==> src/rtl/pio_pkg.sv <==
package pio_pkg;

   localparam int SEL_W = 5;

   typedef enum logic [1:0] {
      PH_IDLE    = 2'd0,
      PH_SETUP   = 2'd1,
      PH_STROBE  = 2'd2,
      PH_RECOVER = 2'd3
   } pio_phase_e;

   // write data hold after the write strobe rises, per PIO mode
   function automatic logic [1:0] hold_clocks(input logic [2:0] mode);
      logic [1:0] h;
      case (mode)
         3'd0:       h = 2'd3;
         3'd1, 3'd2: h = 2'd2;
         default:    h = 2'd1;
      endcase
      return h;
   endfunction

endpackage

==> src/rtl/pio_rdy_sync.sv <==
module pio_rdy_sync #(
   parameter int STAGES = 2
) (
   input  logic clk,
   input  logic rst_n,
   input  logic rdy_in,
   output logic rdy_out
);
   logic pipe [0:STAGES];

   assign pipe[0] = rdy_in;

   generate
      for (genvar g = 0; g < STAGES; g++) begin : g_stage
         always_ff @(posedge clk or negedge rst_n) begin
            if (!rst_n) pipe[g+1] <= 1'b0;
            else        pipe[g+1] <= pipe[g];
         end
      end
   endgenerate

   assign rdy_out = pipe[STAGES];
endmodule

==> src/rtl/pio_phase_fsm.sv <==
module pio_phase_fsm
   import pio_pkg::*;
#(
   parameter int TW         = 8,
   parameter int RDY_SAMPLE = 7,
   parameter int RDY_CAP    = 257,
   parameter int CW         = 10
) (
   input  logic          clk,
   input  logic          rst_n,
   input  logic          start,
   input  logic          start_write,
   input  logic          start_rdy_en,
   input  logic [1:0]    start_hold,
   input  logic [TW-1:0] start_setup,
   input  logic [TW-1:0] start_act,
   input  logic [TW-1:0] start_rec,
   input  logic [TW-1:0] start_cyc,
   input  logic          rdy_s,
   output pio_phase_e    phase,
   output logic [CW-1:0] cnt,
   output logic [1:0]    hold_q,
   output logic          strobe_end,
   output logic          done,
   output logic          timeout
);
   logic [TW-1:0] setup_q, act_q, rec_q, cyc_q;
   logic          wr_q, ren_q;
   logic [CW-1:0] rec_len;
   logic [CW-1:0] resid, rec_need;
   logic          act_ok, smp_ok, cap_hit, rdy_seen, strobe_over;

   always_comb begin
      act_ok   = cnt >= CW'(act_q);
      smp_ok   = cnt >= CW'(RDY_SAMPLE);
      cap_hit  = cnt >= CW'(RDY_CAP);
      rdy_seen = act_ok && smp_ok && rdy_s;
      strobe_over = ren_q ? (rdy_seen || cap_hit) : act_ok;
   end

   assign strobe_end = (phase == PH_STROBE) && strobe_over;

   always_comb begin
      resid    = (CW'(cyc_q) > cnt) ? (CW'(cyc_q) - cnt) : '0;
      rec_need = resid;
      if (CW'(rec_q) > rec_need)            rec_need = CW'(rec_q);
      if (wr_q && (CW'(hold_q) > rec_need)) rec_need = CW'(hold_q);
      if (rec_need == '0)                   rec_need = CW'(1);
   end

   always_ff @(posedge clk or negedge rst_n) begin
      if (!rst_n) begin
         phase   <= PH_IDLE;
         cnt     <= '0;
         setup_q <= '0;
         act_q   <= '0;
         rec_q   <= '0;
         cyc_q   <= '0;
         hold_q  <= 2'd1;
         wr_q    <= 1'b0;
         ren_q   <= 1'b0;
         rec_len <= CW'(1);
         done    <= 1'b0;
         timeout <= 1'b0;
      end else begin
         done <= 1'b0;
         unique case (phase)
            PH_IDLE: begin
               if (start) begin
                  setup_q <= start_setup;
                  act_q   <= start_act;
                  rec_q   <= start_rec;
                  cyc_q   <= start_cyc;
                  hold_q  <= start_hold;
                  wr_q    <= start_write;
                  ren_q   <= start_rdy_en;
                  phase   <= PH_SETUP;
                  cnt     <= CW'(1);
               end
            end
            PH_SETUP: begin
               if (cnt >= CW'(setup_q)) begin
                  phase <= PH_STROBE;
                  cnt   <= CW'(1);
               end else begin
                  cnt <= cnt + CW'(1);
               end
            end
            PH_STROBE: begin
               if (strobe_over) begin
                  phase   <= PH_RECOVER;
                  cnt     <= CW'(1);
                  rec_len <= rec_need;
                  if (ren_q && !rdy_seen) timeout <= 1'b1;
               end else begin
                  cnt <= cnt + CW'(1);
               end
            end
            PH_RECOVER: begin
               if (cnt >= rec_len) begin
                  phase <= PH_IDLE;
                  cnt   <= '0;
                  done  <= 1'b1;
               end else begin
                  cnt <= cnt + CW'(1);
               end
            end
            default: phase <= PH_IDLE;
         endcase
      end
   end
endmodule

==> src/rtl/pio_bus_drive.sv <==
module pio_bus_drive
   import pio_pkg::*;
#(
   parameter int DW = 16,
   parameter int CW = 10
) (
   input  logic             clk,
   input  logic             rst_n,
   input  logic             start,
   input  logic             start_write,
   input  logic [SEL_W-1:0] start_sel,
   input  logic [DW-1:0]    start_wdata,
   input  pio_phase_e       phase,
   input  logic [CW-1:0]    cnt,
   input  logic [1:0]       hold,
   input  logic             strobe_end,
   input  logic [DW-1:0]    dd_in,
   output logic             cs_cmd_n,
   output logic             cs_ctl_n,
   output logic [2:0]       addr,
   output logic             rd_n,
   output logic             wr_n,
   output logic             dd_oe,
   output logic [DW-1:0]    dd_out,
   output logic [DW-1:0]    rdata
);
   logic [SEL_W-1:0] sel_q;
   logic             wr_q;
   logic [DW-1:0]    wdata_q;
   logic             busy;

   always_ff @(posedge clk or negedge rst_n) begin
      if (!rst_n) begin
         sel_q   <= '1;
         wr_q    <= 1'b0;
         wdata_q <= '0;
         rdata   <= '0;
      end else begin
         if (start) begin
            sel_q   <= start_sel;
            wr_q    <= start_write;
            wdata_q <= start_wdata;
         end
         if (strobe_end && !wr_q) rdata <= dd_in;
      end
   end

   assign busy     = (phase != PH_IDLE);
   assign cs_cmd_n = busy ? sel_q[0] : 1'b1;
   assign cs_ctl_n = busy ? sel_q[1] : 1'b1;
   assign addr     = busy ? sel_q[4:2] : 3'd0;
   assign rd_n     = !((phase == PH_STROBE) && !wr_q);
   assign wr_n     = !((phase == PH_STROBE) && wr_q);
   assign dd_oe    = wr_q && ((phase == PH_STROBE) ||
                              ((phase == PH_RECOVER) && (cnt <= CW'(hold))));
   assign dd_out   = wdata_q;
endmodule

==> src/rtl/pio_cycle_engine.sv <==
module pio_cycle_engine
   import pio_pkg::*;
#(
   parameter int DW         = 16,
   parameter int TW         = 8,
   parameter int RDY_SAMPLE = 7,
   parameter int RDY_CAP    = 257,
   parameter int RDY_SYNC   = 2
) (
   input  logic          clk,
   input  logic          rst_n,
   input  logic          req_valid,
   output logic          req_ready,
   input  logic          req_write,
   input  logic          req_wide,
   input  logic [4:0]    req_sel,
   input  logic [DW-1:0] req_wdata,
   input  logic          cfg_rdy_en,
   input  logic [2:0]    cfg_pio_mode,
   input  logic [TW-1:0] t_setup,
   input  logic [TW-1:0] t_act_reg,
   input  logic [TW-1:0] t_rec_reg,
   input  logic [TW-1:0] t_cyc_reg,
   input  logic [TW-1:0] t_act_dat,
   input  logic [TW-1:0] t_rec_dat,
   input  logic [TW-1:0] t_cyc_dat,
   output logic          ata_cs_cmd_n,
   output logic          ata_cs_ctl_n,
   output logic [2:0]    ata_addr,
   output logic          ata_rd_n,
   output logic          ata_wr_n,
   output logic          ata_dd_oe,
   output logic [DW-1:0] ata_dd_out,
   input  logic [DW-1:0] ata_dd_in,
   input  logic          ata_rdy,
   output logic          done,
   output logic [DW-1:0] rdata,
   output logic          rdy_timeout
);
   localparam int CAP_W = $clog2(RDY_CAP + 1);
   localparam int CW    = ((CAP_W > TW) ? CAP_W : TW) + 1;

   generate
      if (RDY_CAP <= RDY_SAMPLE) begin : g_bad_cap
         $error("RDY_CAP must exceed RDY_SAMPLE");
      end
      if (RDY_SYNC < 0 || RDY_SYNC > 3) begin : g_bad_sync
         $error("RDY_SYNC must be 0..3");
      end
      if (TW < 2 || DW < 8) begin : g_bad_width
         $error("TW or DW too small");
      end
   endgenerate

   pio_phase_e    phase;
   logic [CW-1:0] cnt;
   logic [1:0]    hold_q;
   logic          strobe_end;
   logic          rdy_s;
   logic          start;
   logic [TW-1:0] sel_act, sel_rec, sel_cyc;

   assign req_ready = (phase == PH_IDLE);
   assign start     = req_valid && req_ready;
   assign sel_act   = req_wide ? t_act_dat : t_act_reg;
   assign sel_rec   = req_wide ? t_rec_dat : t_rec_reg;
   assign sel_cyc   = req_wide ? t_cyc_dat : t_cyc_reg;

   pio_rdy_sync #(.STAGES(RDY_SYNC)) u_sync (
      .clk     (clk),
      .rst_n   (rst_n),
      .rdy_in  (ata_rdy),
      .rdy_out (rdy_s)
   );

   pio_phase_fsm #(
      .TW(TW), .RDY_SAMPLE(RDY_SAMPLE), .RDY_CAP(RDY_CAP), .CW(CW)
   ) u_fsm (
      .clk          (clk),
      .rst_n        (rst_n),
      .start        (start),
      .start_write  (req_write),
      .start_rdy_en (cfg_rdy_en),
      .start_hold   (hold_clocks(cfg_pio_mode)),
      .start_setup  (t_setup),
      .start_act    (sel_act),
      .start_rec    (sel_rec),
      .start_cyc    (sel_cyc),
      .rdy_s        (rdy_s),
      .phase        (phase),
      .cnt          (cnt),
      .hold_q       (hold_q),
      .strobe_end   (strobe_end),
      .done         (done),
      .timeout      (rdy_timeout)
   );

   pio_bus_drive #(.DW(DW), .CW(CW)) u_bus (
      .clk         (clk),
      .rst_n       (rst_n),
      .start       (start),
      .start_write (req_write),
      .start_sel   (req_sel),
      .start_wdata (req_wdata),
      .phase       (phase),
      .cnt         (cnt),
      .hold        (hold_q),
      .strobe_end  (strobe_end),
      .dd_in       (ata_dd_in),
      .cs_cmd_n    (ata_cs_cmd_n),
      .cs_ctl_n    (ata_cs_ctl_n),
      .addr        (ata_addr),
      .rd_n        (ata_rd_n),
      .wr_n        (ata_wr_n),
      .dd_oe       (ata_dd_oe),
      .dd_out      (ata_dd_out),
      .rdata       (rdata)
   );
endmodule

==> config.mk <==
export PLATFORM = sky130hd
export DESIGN_NAME = pio_cycle_engine
export DESIGN_NICKNAME = d
export VERILOG_FILES = /design/src/rtl/pio_pkg.sv /design/src/rtl/pio_rdy_sync.sv /design/src/rtl/pio_phase_fsm.sv /design/src/rtl/pio_bus_drive.sv /design/src/rtl/pio_cycle_engine.sv
export SDC_FILE = /design/constraint.sdc
export NUM_CORES = 1
export LEC_CHECK = 0
export BUFFER_PORTS_ARGS = -buffer_cell sky130_fd_sc_hd__buf_2
export CORE_AREA = 4 4 107 109
export DETAILED_ROUTE_END_ITERATION = 8
export DIE_AREA = 0 0 111 113
export GPL_TIMING_DRIVEN = 0
export PLACE_DENSITY = 0.84
export SYNTH_ARGS = -nofsm -noshare
export SYNTH_HDL_FRONTEND = slang
export SYNTH_SLANG_ARGS = --single-unit
==> constraint.sdc <==
create_clock -name clk -period 10.7 [get_ports clk]
set_clock_uncertainty 0.05 [all_clocks]
set_input_delay 2.14 -clock clk [delete_from_list [all_inputs] [get_ports clk]]
set_output_delay 2.14 -clock clk [all_outputs]
set_load 0.1 [all_outputs]
==> summary.md <==
| Metric | Value |
|---|---|
| Status | `complete, no violations` |
| Die area | `roughly 13000 µm²` |
| Crit Path Max Fanout | `9` |
| Row count | `38` |
| Worst hold slack | `~0.33 ns` |
| Top_reg_cell synth | `dfrtp_1` |
| Post-layout nets | `slightly below 900` |
| CP Capture Point | `u_fsm.rec_len[1]$_DFFE_PN0P_` |
| CTS sink cnt | `a little under 100` |
| Root Buffer | `clkbuf_8` |
| WP data required | `about 11 ns` |
| Relative slew slack | `a little over half` |
| Die width | `between 100 and 150 µm` |
| Worst setup SP type | `register` |
| Die H | `~110 µm` |
| FF-to-FF setup slack | `4.97 ns` |
| Share of layout cells above drive strength 1 | `33.0%` |
| Post-DR vias/cell | `approximately 5.7` |
| GPL Wtd Cong | `0.939` |
| Worst hold path type | `reg2reg` |
| Max-cap check violation count | `0` |
| Util after Layout | `about two thirds` |
| Synth Warn # | `0` |
| Unrepaired setup endpoints after global routing | `false` |
| Final setup violation count | `0` |
| Synth-to-layout area growth | `19.2%` |
| Mean post-synth cell area | `slightly above 10 µm²` |
| Initial Util | `a little under three fifths` |
| Post-CTS Resized | `0` |
| Commonest non-fill, non-tap cell in the layout | `buf_2` |
| Post-synthesis sequential area ratio | `a little over two fifths` |
| Final Slew Violations | `0` |
| Mapped Cells | `a little under 600` |
| Ant diodes | `0` |
| Fin Setup TNS | `0 ns` |
| Max Clk Rate | `approximately 170 MHz` |
| CTS tree | `yes` |
| Clock input transition at the sequential cells of the worst setup and hold paths | `roughly 0.10 ns` |
| Final setup margin | `between 4 and 5 ns` |
| Worst skew pair latency | `0.38 ns` |
| Post-route ant nets | `0` |
| Antenna violations before repair | `0` |
| CP Capture Type | `register` |
| DRT Pass-1 Iters | `5` |
| Core area | `between 10000 and 15000 µm²` |
| Worst-case clock buffer depth | `2` |
| Netlist Area Pre-Place | `~6000 µm²` |
| Grt total ovfl | `0` |
| Crit path launch | `u_fsm.cnt[2]$_DFFE_PN0N_` |
| H-tree depth | `3` |
| Arrival time worst endpoint | `~5.9 ns` |
| Drt wl/cell | `~17 µm` |
| Num CTS Buffers | `9` |
| DPL Wire Length | `~12000 µm` |
| EDFF count, synth | `0` |
| DR vias | `about 5100` |
| Most frequent cells in the layout | `buf_2, dfrtp_1, ha_1` |
| Ys async rst share | `100%` |
| IO Count | `around 150` |
| Dpl ws | `around 5.1 ns` |
| Fill cell count | `a little under 800` |
| Distinct cells, synth | `67` |
| Final Hold Viols | `0` |
| Largest net degree at the start of global routing | `71` |
| I/O Buffers | `between 100 and 150` |
| Reg2reg end | `u_fsm.rec_len[1]$_DFFE_PN0P_` |
| Worst R2R Start | `u_fsm.cnt[2]$_DFFE_PN0N_` |
| Minimum clock period | `5.73 ns` |
| Slew @ Worst Pin | `between 0.7 and 0.8 ns` |
| First-pass GRT wire length | `roughly 24000 µm` |
| Worst reg2reg path depth | `21` |
| # hold bufs at CTS | `0` |
| 1st-iter DRT viols | `between 200 and 250` |
| DR DRC count | `0` |
| Worst Setup Path Type | `reg2reg` |
| Crit share post-route | `between 50% and 60%` |
| Yosys reg bits | `99` |
| Syn nets | `~740` |
| Setup Fix Bufs, Post-CTS | `0` |
| DRT Wirelength | `around 15000 µm` |
| Vias in the first global route | `5239` |
| Total GRT Usage | `23.6%` |
-- through the flow --
step                cells  area [µm²]
floorplan             579        5980
global placement      863        6870
detailed placement    864        6900
CTS                   880        7130
global route          880        7130
finish                880        7130
-- state kept, by name (all words and copies together), names as in the netlist --
| signal | flops |
|---|---|
| u_fsm.done | 1 |
| u_bus.rdata | 16 |
| u_fsm.hold_q | 2 |
| u_fsm.rec_q | 8 |
| u_fsm.rec_len | 10 |
| u_bus.dd_out | 16 |
| u_bus.sel_q | 5 |
| u_sync.rdy_out | 1 |
| u_fsm.ren_q | 1 |
| u_fsm.timeout | 1 |
| u_fsm.setup_q | 8 |
| u_fsm.cyc_q | 8 |
| u_fsm.wr_q | 1 |
| u_fsm.phase | 2 |
| u_fsm.act_q | 8 |
| u_fsm.cnt | 10 |
| u_sync.pipe | 1 |
-- layout make-up --
cell class | instances | area [µm²] | share of cell area [%]
repair buffers | 145 | 751 | 10.5
flip-flops and latches | 99 | 2490 | 34.9
clock buffers | 10 | 128 | 1.79
clock inverters | 6 | 96.3 | 1.35
well taps | 140 | 175 | 2.46
multi-input cells | 405 | 3180 | 44.6
plain buffers | 23 | 119 | 1.67
inverters | 52 | 195 | 2.74
-- cells by family (layout without fill, tap and decap cells) --
group / after synthesis / in the layout / share of synthesized area [%]
adders and majority gates: 54 / 54 / 11.4
xor gates and xnor gates: 6 / 6 / 0.879
buffers and inverters: 75 / 236 / 5.26
DFF: 99 / 99 / 41.6
and+or+nand+nor: 136 / 136 / 11.7
AOI/OAI and AO/OA: 133 / 133 / 15.3
muxes: 76 / 76 / 13.7
-- critical path: stages, from the launching register on --
cell       delay [ns]
dfrtp_1          0.46
clkbuf_1         0.42
inv_1            0.14
ha_1             0.45
nand2b_1         0.15
a211oi_1         0.32
o311ai_1         0.26
a31oi_1          0.35
inv_1            0.09
ha_1             0.32
and4_1           0.21
o2bb2ai_1        0.11
a31oi_1          0.36
or4b_1           0.55
a32o_1           0.28
inv_1            0.07
ha_1             0.23
nor2b_1          0.13
o211ai_1         0.22
o21ba_2          0.22
mux2i_1          0.15
o21ai_1          0.07
-- per-layer routing --
metal / vias up / GRT usage, % / part of all wire, %
met2: 210 / 41.4 / 51
met4: 0 / 8.29 / 2.4
met3: 33 / 4.44 / 6.8
li1: 2398 / - / -
met1: 2410 / 29.3 / 40
met5: - / 0 / 0
-- worst min-delay path by stage --
stage	start	end	cells past startpoint	slack, ns
2_1_floorplan	u_sync.pipe[1]$_DFF_PN0_	u_sync.rdy_out$_DFF_PN0_	0	0.28
3_3_place_gp	u_sync.pipe[1]$_DFF_PN0_	u_sync.rdy_out$_DFF_PN0_	0	0.29
3_5_place_dp	u_sync.pipe[1]$_DFF_PN0_	u_sync.rdy_out$_DFF_PN0_	0	0.29
4_1_cts	u_sync.pipe[1]$_DFF_PN0_	u_sync.rdy_out$_DFF_PN0_	0	0.33
5_1_grt	u_sync.pipe[1]$_DFF_PN0_	u_sync.rdy_out$_DFF_PN0_	0	0.35
6_report	u_sync.pipe[1]$_DFF_PN0_	u_sync.rdy_out$_DFF_PN0_	0	0.33
-- Yosys cell counts (all sizes together), types with 7 or more instances --
cell type   n  area (µm²)
a211oi     12        90.1
mux2       48         541
buf        12        77.6
nand2      45         169
dfstp       7         184
nor2       22        82.6
a21oi      21         109
clkbuf     11        41.3
dfrtp      92        2300
o21a        7        52.6
nand3      10        55.1
or2        11        68.8
a31oi       7        43.8
ha         53         663
mux2i      28         280
nand2b     11        68.8
o21ai      38         190
a21o        9        67.6
nor2b       9        56.3
inv        52         195
Power is left out: the tool's default activity adds up to more than one toggle a clock period on the data nets, which glitch-free logic cannot reach.
